File: config.mk
export PLATFORM = sky130hd
export DESIGN_NAME = isa_csdec_top
export DESIGN_NICKNAME = d
export VERILOG_FILES = /design/src/rtl/isa_csdec_pkg.sv /design/src/rtl/isa_csdec_window.sv /design/src/rtl/isa_csdec_hitmap.sv /design/src/rtl/isa_csdec_capture.sv /design/src/rtl/isa_csdec_top.sv
export SDC_FILE = /design/constraint.sdc
export NUM_CORES = 1
export LEC_CHECK = 0
export ABC_CLOCK_PERIOD_IN_PS = 800
export BUFFER_PORTS_ARGS = -buffer_cell sky130_fd_sc_hd__buf_2
export CAP_MARGIN = 20
export CORE_MARGIN = 4
export CORE_UTILIZATION = 51
export DETAILED_ROUTE_END_ITERATION = 8
export GPL_TIMING_DRIVEN = 0
export PLACE_DENSITY = 0.8
export SYNTH_ARGS = -nofsm -noshare
export SYNTH_HDL_FRONTEND = slang
export SYNTH_HIERARCHICAL = 1
export SYNTH_SLANG_ARGS = --single-unit
File: constraint.sdc
create_clock -name clk -period 0.8 [get_ports clk]
set_input_delay 0 -clock clk [delete_from_list [all_inputs] [get_ports clk]]
set_output_delay 0 -clock clk [all_outputs]
set_load 0.01 [all_outputs]
File: src/rtl/isa_csdec_pkg.sv
package isa_csdec_pkg;
    localparam int ADDR_W = 10;
    localparam int NUM_CS = 8;

    typedef enum int unsigned {
        SEL_COM_A    = 0,
        SEL_COM_B    = 1,
        SEL_LPT      = 2,
        SEL_FDC      = 3,
        SEL_IDE0_CMD = 4,
        SEL_IDE0_CTL = 5,
        SEL_IDE1_CMD = 6,
        SEL_IDE1_CTL = 7
    } sel_idx_e;

    localparam logic [ADDR_W-1:0] COM_A_MAIN = 10'h3F8;
    localparam logic [ADDR_W-1:0] COM_A_ALT  = 10'h3E8;
    localparam logic [ADDR_W-1:0] COM_B_MAIN = 10'h2F8;
    localparam logic [ADDR_W-1:0] COM_B_ALT  = 10'h2E8;
    localparam logic [ADDR_W-1:0] LPT_BASE0  = 10'h378;
    localparam logic [ADDR_W-1:0] LPT_BASE1  = 10'h278;
    localparam logic [ADDR_W-1:0] LPT_BASE2  = 10'h3BC;
    localparam logic [ADDR_W-1:0] FDC_BLOCK  = 10'h3F0;

    function automatic logic [ADDR_W-1:0] ide_cmd_base(input int ch);
        return (ch == 0) ? 10'h1F0 : 10'h170;
    endfunction

    function automatic logic [ADDR_W-1:0] ide_ctl_base(input int ch);
        return (ch == 0) ? 10'h3F6 : 10'h376;
    endfunction
endpackage

File: src/rtl/isa_csdec_window.sv
module isa_csdec_window #(
    parameter int ADDR_W    = 10,
    parameter int SPAN_LOG2 = 3
) (
    input  logic [ADDR_W-1:0] addr_i,
    input  logic [ADDR_W-1:0] base_i,
    output logic              hit_o
);
    localparam logic [ADDR_W-1:0] ZERO = '0;

    // Window of 2**SPAN_LOG2 bytes: upper address bits must agree.
    always_comb begin
        hit_o = (((addr_i ^ base_i) >> SPAN_LOG2) == ZERO);
    end
endmodule

File: src/rtl/isa_csdec_hitmap.sv
module isa_csdec_hitmap
    import isa_csdec_pkg::*;
#(
    parameter int AW = ADDR_W,
    parameter int NC = NUM_CS
) (
    input  logic [AW-1:0] addr_i,
    input  logic          com_a_alt_i,
    input  logic          com_b_alt_i,
    input  logic [1:0]    lpt_mode_i,
    input  logic          fdc_en_i,
    input  logic [1:0]    ide_en_i,
    output logic [NC-1:0] hit_o
);
    logic [AW-1:0] com_a_base, com_b_base, lpt_wide_base;
    logic          com_a_hit, com_b_hit, lpt_wide_hit, lpt_narrow_hit, fdc_blk_hit;
    logic [1:0]    ide_cmd_hit, ide_ctl_hit;
    logic          fdc_offset_ok;

    always_comb begin
        com_a_base    = com_a_alt_i ? COM_A_ALT : COM_A_MAIN;
        com_b_base    = com_b_alt_i ? COM_B_ALT : COM_B_MAIN;
        lpt_wide_base = lpt_mode_i[0] ? LPT_BASE1 : LPT_BASE0;
    end

    isa_csdec_window #(.ADDR_W(AW), .SPAN_LOG2(3)) u_com_a (
        .addr_i(addr_i), .base_i(com_a_base), .hit_o(com_a_hit));
    isa_csdec_window #(.ADDR_W(AW), .SPAN_LOG2(3)) u_com_b (
        .addr_i(addr_i), .base_i(com_b_base), .hit_o(com_b_hit));
    isa_csdec_window #(.ADDR_W(AW), .SPAN_LOG2(3)) u_lpt_wide (
        .addr_i(addr_i), .base_i(lpt_wide_base), .hit_o(lpt_wide_hit));
    isa_csdec_window #(.ADDR_W(AW), .SPAN_LOG2(2)) u_lpt_narrow (
        .addr_i(addr_i), .base_i(LPT_BASE2), .hit_o(lpt_narrow_hit));
    isa_csdec_window #(.ADDR_W(AW), .SPAN_LOG2(3)) u_fdc (
        .addr_i(addr_i), .base_i(FDC_BLOCK), .hit_o(fdc_blk_hit));

    for (genvar ch = 0; ch < 2; ch++) begin : g_ide
        isa_csdec_window #(.ADDR_W(AW), .SPAN_LOG2(3)) u_cmd (
            .addr_i(addr_i), .base_i(ide_cmd_base(ch)), .hit_o(ide_cmd_hit[ch]));
        isa_csdec_window #(.ADDR_W(AW), .SPAN_LOG2(1)) u_ctl (
            .addr_i(addr_i), .base_i(ide_ctl_base(ch)), .hit_o(ide_ctl_hit[ch]));
    end

    always_comb begin
        // Floppy block skips offsets 0, 1 and 6 of its 8-byte block.
        unique case (addr_i[2:0])
            3'd0, 3'd1, 3'd6: fdc_offset_ok = 1'b0;
            default:          fdc_offset_ok = 1'b1;
        endcase
    end

    always_comb begin
        hit_o               = '0;
        hit_o[SEL_COM_A]    = com_a_hit;
        hit_o[SEL_COM_B]    = com_b_hit;
        unique case (lpt_mode_i)
            2'b00, 2'b01: hit_o[SEL_LPT] = lpt_wide_hit;
            2'b10:        hit_o[SEL_LPT] = lpt_narrow_hit;
            default:      hit_o[SEL_LPT] = 1'b0;
        endcase
        hit_o[SEL_FDC]      = fdc_en_i & fdc_blk_hit & fdc_offset_ok;
        hit_o[SEL_IDE0_CMD] = ide_en_i[0] & ide_cmd_hit[0];
        hit_o[SEL_IDE0_CTL] = ide_en_i[0] & ide_ctl_hit[0];
        hit_o[SEL_IDE1_CMD] = ide_en_i[1] & ide_cmd_hit[1];
        hit_o[SEL_IDE1_CTL] = ide_en_i[1] & ide_ctl_hit[1];
    end
endmodule

File: src/rtl/isa_csdec_capture.sv
module isa_csdec_capture #(
    parameter int NC = 8
) (
    input  logic          clk,
    input  logic          rst_n,
    input  logic          sample_i,
    input  logic [NC-1:0] d_i,
    output logic [NC-1:0] q_o
);
    always_ff @(posedge clk or negedge rst_n) begin
        if (!rst_n) begin
            q_o <= '1;
        end else if (sample_i) begin
            q_o <= d_i;
        end
    end

    AST_CAPTURE_LOAD: assert property (@(posedge clk) disable iff (!rst_n)
        sample_i |=> (q_o == $past(d_i)));
    AST_CAPTURE_HOLD: assert property (@(posedge clk) disable iff (!rst_n)
        !sample_i |=> $stable(q_o));
endmodule

File: src/rtl/isa_csdec_top.sv
module isa_csdec_top
    import isa_csdec_pkg::*;
(
    input  logic              clk,
    input  logic              rst_n,
    input  logic              sample_i,
    input  logic [ADDR_W-1:0] addr_i,
    input  logic              aen_i,
    input  logic              ior_n_i,
    input  logic              iow_n_i,
    input  logic              com_a_alt_i,
    input  logic              com_b_alt_i,
    input  logic [1:0]        lpt_mode_i,
    input  logic              fdc_en_i,
    input  logic              ide0_en_i,
    input  logic              ide1_en_i,
    output logic [NUM_CS-1:0] cs_n_o,
    output logic [NUM_CS-1:0] cs_q_n_o
);
    logic [NUM_CS-1:0] raw_hit, resolved, cs_act;
    logic              bus_active;

    isa_csdec_hitmap #(.AW(ADDR_W), .NC(NUM_CS)) u_hitmap (
        .addr_i      (addr_i),
        .com_a_alt_i (com_a_alt_i),
        .com_b_alt_i (com_b_alt_i),
        .lpt_mode_i  (lpt_mode_i),
        .fdc_en_i    (fdc_en_i),
        .ide_en_i    ({ide1_en_i, ide0_en_i}),
        .hit_o       (raw_hit)
    );

    always_comb begin
        // Shared byte: floppy wins, IDE control yields to it.
        resolved               = raw_hit;
        resolved[SEL_IDE0_CTL] = raw_hit[SEL_IDE0_CTL] & ~raw_hit[SEL_FDC];
        bus_active             = ~aen_i & (~ior_n_i | ~iow_n_i);
        cs_act                 = resolved & {NUM_CS{bus_active}};
        cs_n_o                 = ~cs_act;
    end

    isa_csdec_capture #(.NC(NUM_CS)) u_capture (
        .clk      (clk),
        .rst_n    (rst_n),
        .sample_i (sample_i),
        .d_i      (cs_n_o),
        .q_o      (cs_q_n_o)
    );

    AST_ONE_SELECT: assert property (@(posedge clk) disable iff (!rst_n)
        $onehot0(~cs_n_o));
    AST_AEN_QUIET: assert property (@(posedge clk) disable iff (!rst_n)
        aen_i |-> (&cs_n_o));
    AST_IDLE_QUIET: assert property (@(posedge clk) disable iff (!rst_n)
        (ior_n_i && iow_n_i) |-> (&cs_n_o));
    AST_FDC_NOT_3F6: assert property (@(posedge clk) disable iff (!rst_n)
        (addr_i == 10'h3F6) |-> cs_n_o[SEL_FDC]);
    AST_LPT_OFF: assert property (@(posedge clk) disable iff (!rst_n)
        (lpt_mode_i == 2'b11) |-> cs_n_o[SEL_LPT]);
endmodule

==> metrics.log, run 1 <==
[metrics] most used flip-flop cell after synthesis: sky130_fd_sc_hd__dfstp_2
[metrics] Tool Error: [ERROR DPL-0033] detailed placement checks failed during check placement.
[metrics] Placed Area: 1840 um2
[metrics] synthesized netlist cell count: 131
[metrics] maximum buffer depth of the clock tree: 2
[metrics] Post-CTS Setup Repair Bufs: 17
[metrics] PortBufs: 37
[metrics] synthesized-area fraction occupied by adder cells: 0%
[metrics] number of H-tree levels: 1
[metrics] post-cts hold buffer count: 1
[metrics] Post-synth EDFFs: 0
[metrics] post-cts repair resize count: approximately 40
[metrics] clock root cell: sky130_fd_sc_hd__clkbuf_4
[metrics] Die Span Y: 57.7 um
[metrics] leading cell types by count after synthesis: 46 x sky130_fd_sc_hd__xnor2_1, 22 x sky130_fd_sc_hd__xor2_1, 10 x sky130_fd_sc_hd__nand4_1
[metrics] status: stopped before the end
[metrics] die outline width: 57.7 um
[metrics] effective utilization at floorplan: between 50 and 60%
[metrics] flip-flop and latch count after synthesis: 8
[metrics] distinct cell type count of the synthesized netlist: 20
[metrics] leading cell types by total area after synthesis: sky130_fd_sc_hd__xnor2_1 32%, sky130_fd_sc_hd__dfstp_2 17%, sky130_fd_sc_hd__xor2_1 15%
[metrics] largest area contributor in the synthesized netlist: sky130_fd_sc_hd__xnor2_1
[metrics] placement row count: 17
[metrics] synthesis warning total: 6
[metrics] proportion of register bits with asynchronous set or reset after synthesis: 100%
[metrics] cell area after synthesis: about 1300 um2
[metrics] DP Wirelength: ~2500 um
[metrics] Yosys top cell area share: 32.0%
[metrics] post-synthesis area per instance: just under 10 um2
[metrics] post-synthesis compound-gate area fraction: 3.08%
[metrics] count of boundary I/O pins: 39
[metrics] Last stage: 4_1_cts
[metrics] xor/xnor cell area share of the yosys netlist: 47.3%
[metrics] simple logic cell fraction of the synthesized area: around 19%
[metrics] most frequently used cell type in the post-synthesis netlist: sky130_fd_sc_hd__xnor2_1
[metrics] sequential fraction of the synthesis area: roughly 17%
[metrics] fraction of synthesized area in multiplexers: 9.54%
[metrics] last weighted congestion value of the routability-driven placer: 0.705
[metrics] total CTS buffers: 3
[metrics] largest family of logic cells by synthesized area: XOR/XNOR gates
[metrics] number of sinks handled by clock tree synthesis: 8
==> per-stage QoR <==
| stage | cells | setup WS [ns] | util, % | hold slack, ns | TNS (ns) |
|---|---|---|---|---|---|
| floorplan | 194 | -0.197 | - | -0.148 | -0.975 |
| global placement | 259 | -0.775 | 80.7 | 0.0466 | -7.57 |
| detailed placement | 259 | -0.817 | 80.7 | 0.0846 | -8.31 |
==> logic make-up after synthesis <==
family	count (synthesis)
muxes	8
other	2
and+or+nand+nor	34
DFF	8
xor gates and xnor gates	68
AOI/OAI and AO/OA	4
buffers and inverters	7
==> run 2: changes to the inputs <==
--- a/config.mk
+++ b/config.mk
@@ -8,11 +8,11 @@
 export ABC_CLOCK_PERIOD_IN_PS = 800
 export BUFFER_PORTS_ARGS = -buffer_cell sky130_fd_sc_hd__buf_2
 export CAP_MARGIN = 20
-export CORE_MARGIN = 4
-export CORE_UTILIZATION = 51
+export CORE_AREA = 4 4 65 67
 export DETAILED_ROUTE_END_ITERATION = 8
+export DIE_AREA = 0 0 69 71
 export GPL_TIMING_DRIVEN = 0
-export PLACE_DENSITY = 0.8
+export PLACE_DENSITY_LB_ADDON = 0.15
 export SYNTH_ARGS = -nofsm -noshare
 export SYNTH_HDL_FRONTEND = slang
 export SYNTH_HIERARCHICAL = 1
==> metrics.log, run 2 <==
[metrics] status: finished, violations left
[metrics] violated checks: negative setup slack
[metrics] last weighted congestion value of the routability-driven placer: 0.704 (about the same)
[metrics] register containing the most flip-flops in the final layout: u_capture/q_o
[metrics] synthesis warning total: 6 (unchanged)
[metrics] clock period minus final worst setup slack: 1.12 ns
[metrics] Critical Path RT: 0.80 ns
[metrics] flip-flop and latch count after synthesis: 8 (unchanged)
[metrics] placement row count: 22 (+5)
[metrics] count of boundary I/O pins: 39 (unchanged)
[metrics] post-CTS clock slew at the launch and capture registers of the worst setup and hold paths: 0.04 ns
[metrics] Worst Slack Setup Final: -0.323 ns
[metrics] area growth from synthesis to layout: 74.7%
[metrics] maximum buffer depth of the clock tree: 2 (unchanged)
[metrics] layout cell share with drive strength beyond 1: 40.2%
[metrics] effective utilization at floorplan: 34.6% (-21 points)
[metrics] DRC violations left: 0
[metrics] number of endpoints failing setup at the final stage: 24
[metrics] Clock Latency Late Sink: roughly 0.22 ns
[metrics] Post-synth EDFFs: 0 (unchanged)
[metrics] Top Registers: u_capture/q_o x8
[metrics] setup slack at placement: -0.841 ns (-0.0239 ns)
[metrics] count of routing violations after the opening detailed-route iteration: 7
[metrics] GR Util All Layers: around 12%
[metrics] number of sinks handled by clock tree synthesis: 8 (unchanged)
[metrics] largest net degree at the start of global routing: 10
[metrics] endpoint class of the critical path: output pin
[metrics] fraction of the core area covered by cells at the end of the flow: 60.5%
[metrics] Final Net Count: 271
[metrics] leading cell types by total area after synthesis: sky130_fd_sc_hd__xnor2_1 32%, sky130_fd_sc_hd__dfstp_2 17%, sky130_fd_sc_hd__xor2_1 15%
[metrics] Power per Cell Area: 760 nW/um2
[metrics] crit path max fanout: 7
[metrics] number of detailed-route iterations in the first pass: 3
[metrics] wire length of the first global-routing pass: 4940 um
[metrics] final standard cell area without fillers: 2200 um2
[metrics] critical path class: input pin to output pin
[metrics] synthesized netlist cell count: 131 (unchanged)
[metrics] number of antenna violations at the first check in global routing: 0
[metrics] most used flip-flop cell after synthesis: sky130_fd_sc_hd__dfstp_2
[metrics] sequential fraction of the synthesis area: 16.7% (unchanged)
[metrics] Setup Skew: 0 ns
[metrics] DP Wirelength: 2150 um (-14%)
[metrics] average wire per cell in the routed design: roughly 9.5 um
[metrics] total count of max-transition violations in the final report: 0
[metrics] total CTS buffers: 3 (unchanged)
[metrics] peak ir drop on the vdd network: 0.307 mV
[metrics] number of H-tree levels: 1 (unchanged)
[metrics] number of flip-flops in the largest register: 8
[metrics] post-synthesis area per instance: 9.61 um2 (unchanged)
[metrics] clock root cell: sky130_fd_sc_hd__clkbuf_8
[metrics] leading cell types by count after synthesis: 46 x sky130_fd_sc_hd__xnor2_1, 22 x sky130_fd_sc_hd__xor2_1, 10 x sky130_fd_sc_hd__nand4_1
[metrics] worst min-delay path category: input pin to flop
[metrics] launching element type of the critical path: input pin
[metrics] Hold Violations, Final: 0
[metrics] average vias per placed instance: around 3.8
[metrics] total core area: roughly 3600 um2
[metrics] worst hold margin: 0.104 ns
[metrics] largest area contributor in the synthesized netlist: sky130_fd_sc_hd__xnor2_1
[metrics] PortBufs: 37 (unchanged)
[metrics] via count: 1103
[metrics] max capacitance violation total: 0
[metrics] total wirelength of the detailed-routed design: 2810 um
[metrics] data arrival time at the worst-slack endpoint: roughly 1.1 ns
[metrics] total of fill cells in the finished design: about 320
[metrics] distinct cell type count of the synthesized netlist: 20 (unchanged)
[metrics] most frequently used cell type in the post-synthesis netlist: sky130_fd_sc_hd__xnor2_1
[metrics] most frequent standard cell in the layout excluding fill and tap cells: sky130_fd_sc_hd__conb_1
[metrics] Placed Area: 1860 um2 (+1.4%)
[metrics] Inserted Diodes: 0
[metrics] leakage power of the design: a little over 1 nW
[metrics] cell area after synthesis: 1260 um2 (unchanged)
[metrics] die outline width: 69 um (+20%)
[metrics] maximum clock frequency: between 800 and 900 MHz
[metrics] via count of the first global-routing pass: 1126
[metrics] DIE AREA: around 5000 um2
[metrics] final period utilization: 140%
[metrics] unrepaired setup endpoints after global routing: yes
[metrics] TritonCTS clock tree: yes
[metrics] most used cells in the layout excluding fill and tap cells: 65 x sky130_fd_sc_hd__conb_1, 30 x sky130_fd_sc_hd__xnor2_1, 21 x sky130_fd_sc_hd__xor2_1
[metrics] Yosys top cell area share: 32.0% (unchanged)
[metrics] proportion of register bits with asynchronous set or reset after synthesis: 100% (unchanged)
[metrics] Die Span Y: 71 um (+23%)
[metrics] overall overflow remaining after global route: 0
[metrics] antenna-violating nets left: 0
-- run 2: cell counts after synthesis --
Identical to the previous run, type by type.
-- run 2: power by group --
group	internal (mW)	switching (mW)	leakage (nW)	total [mW]
Sequential	0.410	0.000874	0.0842	0.411
Combinational	0.418	0.369	0.902	0.787
Clock	0.325	0.148	0.0216	0.473
Total	1.15	0.518	1.01	1.67
-- run 2: path summary, 6_finish.rpt --
| check | start | depth (start not counted) | slack (ns) | end |
|---|---|---|---|---|
| setup / recovery | addr_i[3] | 9 | -0.32 | cs_n_o[2] |
| hold / removal | sample_i | 2 | 0.10 | u_capture/q_o[1] |
| setup reg to reg | u_capture/q_o[6] | 2 | -0.03 | u_capture/q_o[6] |
| hold reg to reg | u_capture/q_o[7] | 1 | 0.63 | u_capture/q_o[7] |
| max in group asynchronous | rst_n | 2 | 0.41 | u_capture/q_o[6] |
| min in group asynchronous | rst_n | 2 | 0.37 | u_capture/q_o[4] |
-- run 2: kinds of logic (layout without fill, tap and decap cells) --
logic type             after synthesis  in the layout  synth area share (%)
buffers and inverters                7             59                  3.28
XOR/XNOR                            68             68                  47.3
AND/OR/NAND/NOR                     34             34                  19.5
multiplexers                         8              8                  9.54
other                                2             65                 0.597
AO/OA/AOI/OAI                        4              4                  3.08
flip-flops                           8              8                  16.7
-- run 2: layout make-up --
type	count	area, um2	share of cell area [%]
multi-input combinational	179	1390	63.4
timing repair buffer	50	447	20.3
sequential	8	210	9.56
tap	48	60.1	2.73
clock buffer	3	41.3	1.88
inverter	4	27.5	1.25
buffer	2	18.8	0.854
-- run 2: worst max-delay path, cell delays in order --
cell and delay [ns]:
sky130_fd_sc_hd__buf_12 0.08, sky130_fd_sc_hd__buf_4 0.19, sky130_fd_sc_hd__xnor2_1 0.14, sky130_fd_sc_hd__nand4_1 0.12, sky130_fd_sc_hd__nor4_2 0.12, sky130_fd_sc_hd__nor2b_1 0.15
sky130_fd_sc_hd__a31o_1 0.12, sky130_fd_sc_hd__nand2_2 0.06, sky130_fd_sc_hd__buf_6 0.13
-- run 2: stage by stage --
stage / TNS, ns / total power, mW / std cells
floorplan: -0.975 / 0.894 / 194
global placement: -8.39 / 1.08 / 279
detailed placement: -8.40 / 1.08 / 279
CTS: -4.53 / 1.67 / 294
global route: -6.32 / 1.78 / 294
finish: -4.27 / 1.67 / 294
-- run 2: metal layers --
| metal | global-route usage [%] | wire (um) | vias to the layer above |
|---|---|---|---|
| li1 | - | - | 605 |
| met1 | 14.2 | 1240 | 465 |
| met2 | 23.2 | 1410 | 29 |
| met3 | 1.42 | 130 | 4 |
| met4 | 3.25 | 25 | 0 |
| met5 | 0 | 0 | - |
-- run 2: timing repair --
item,in CTS,in global routing
hold endpoints to repair,8,0
pin swaps,11,1
hold buffers,1,0
gates resized for setup,38,4
setup endpoints to repair,24,24
setup buffers,12,0
Note: power is estimated with default switching activity, not from simulation.
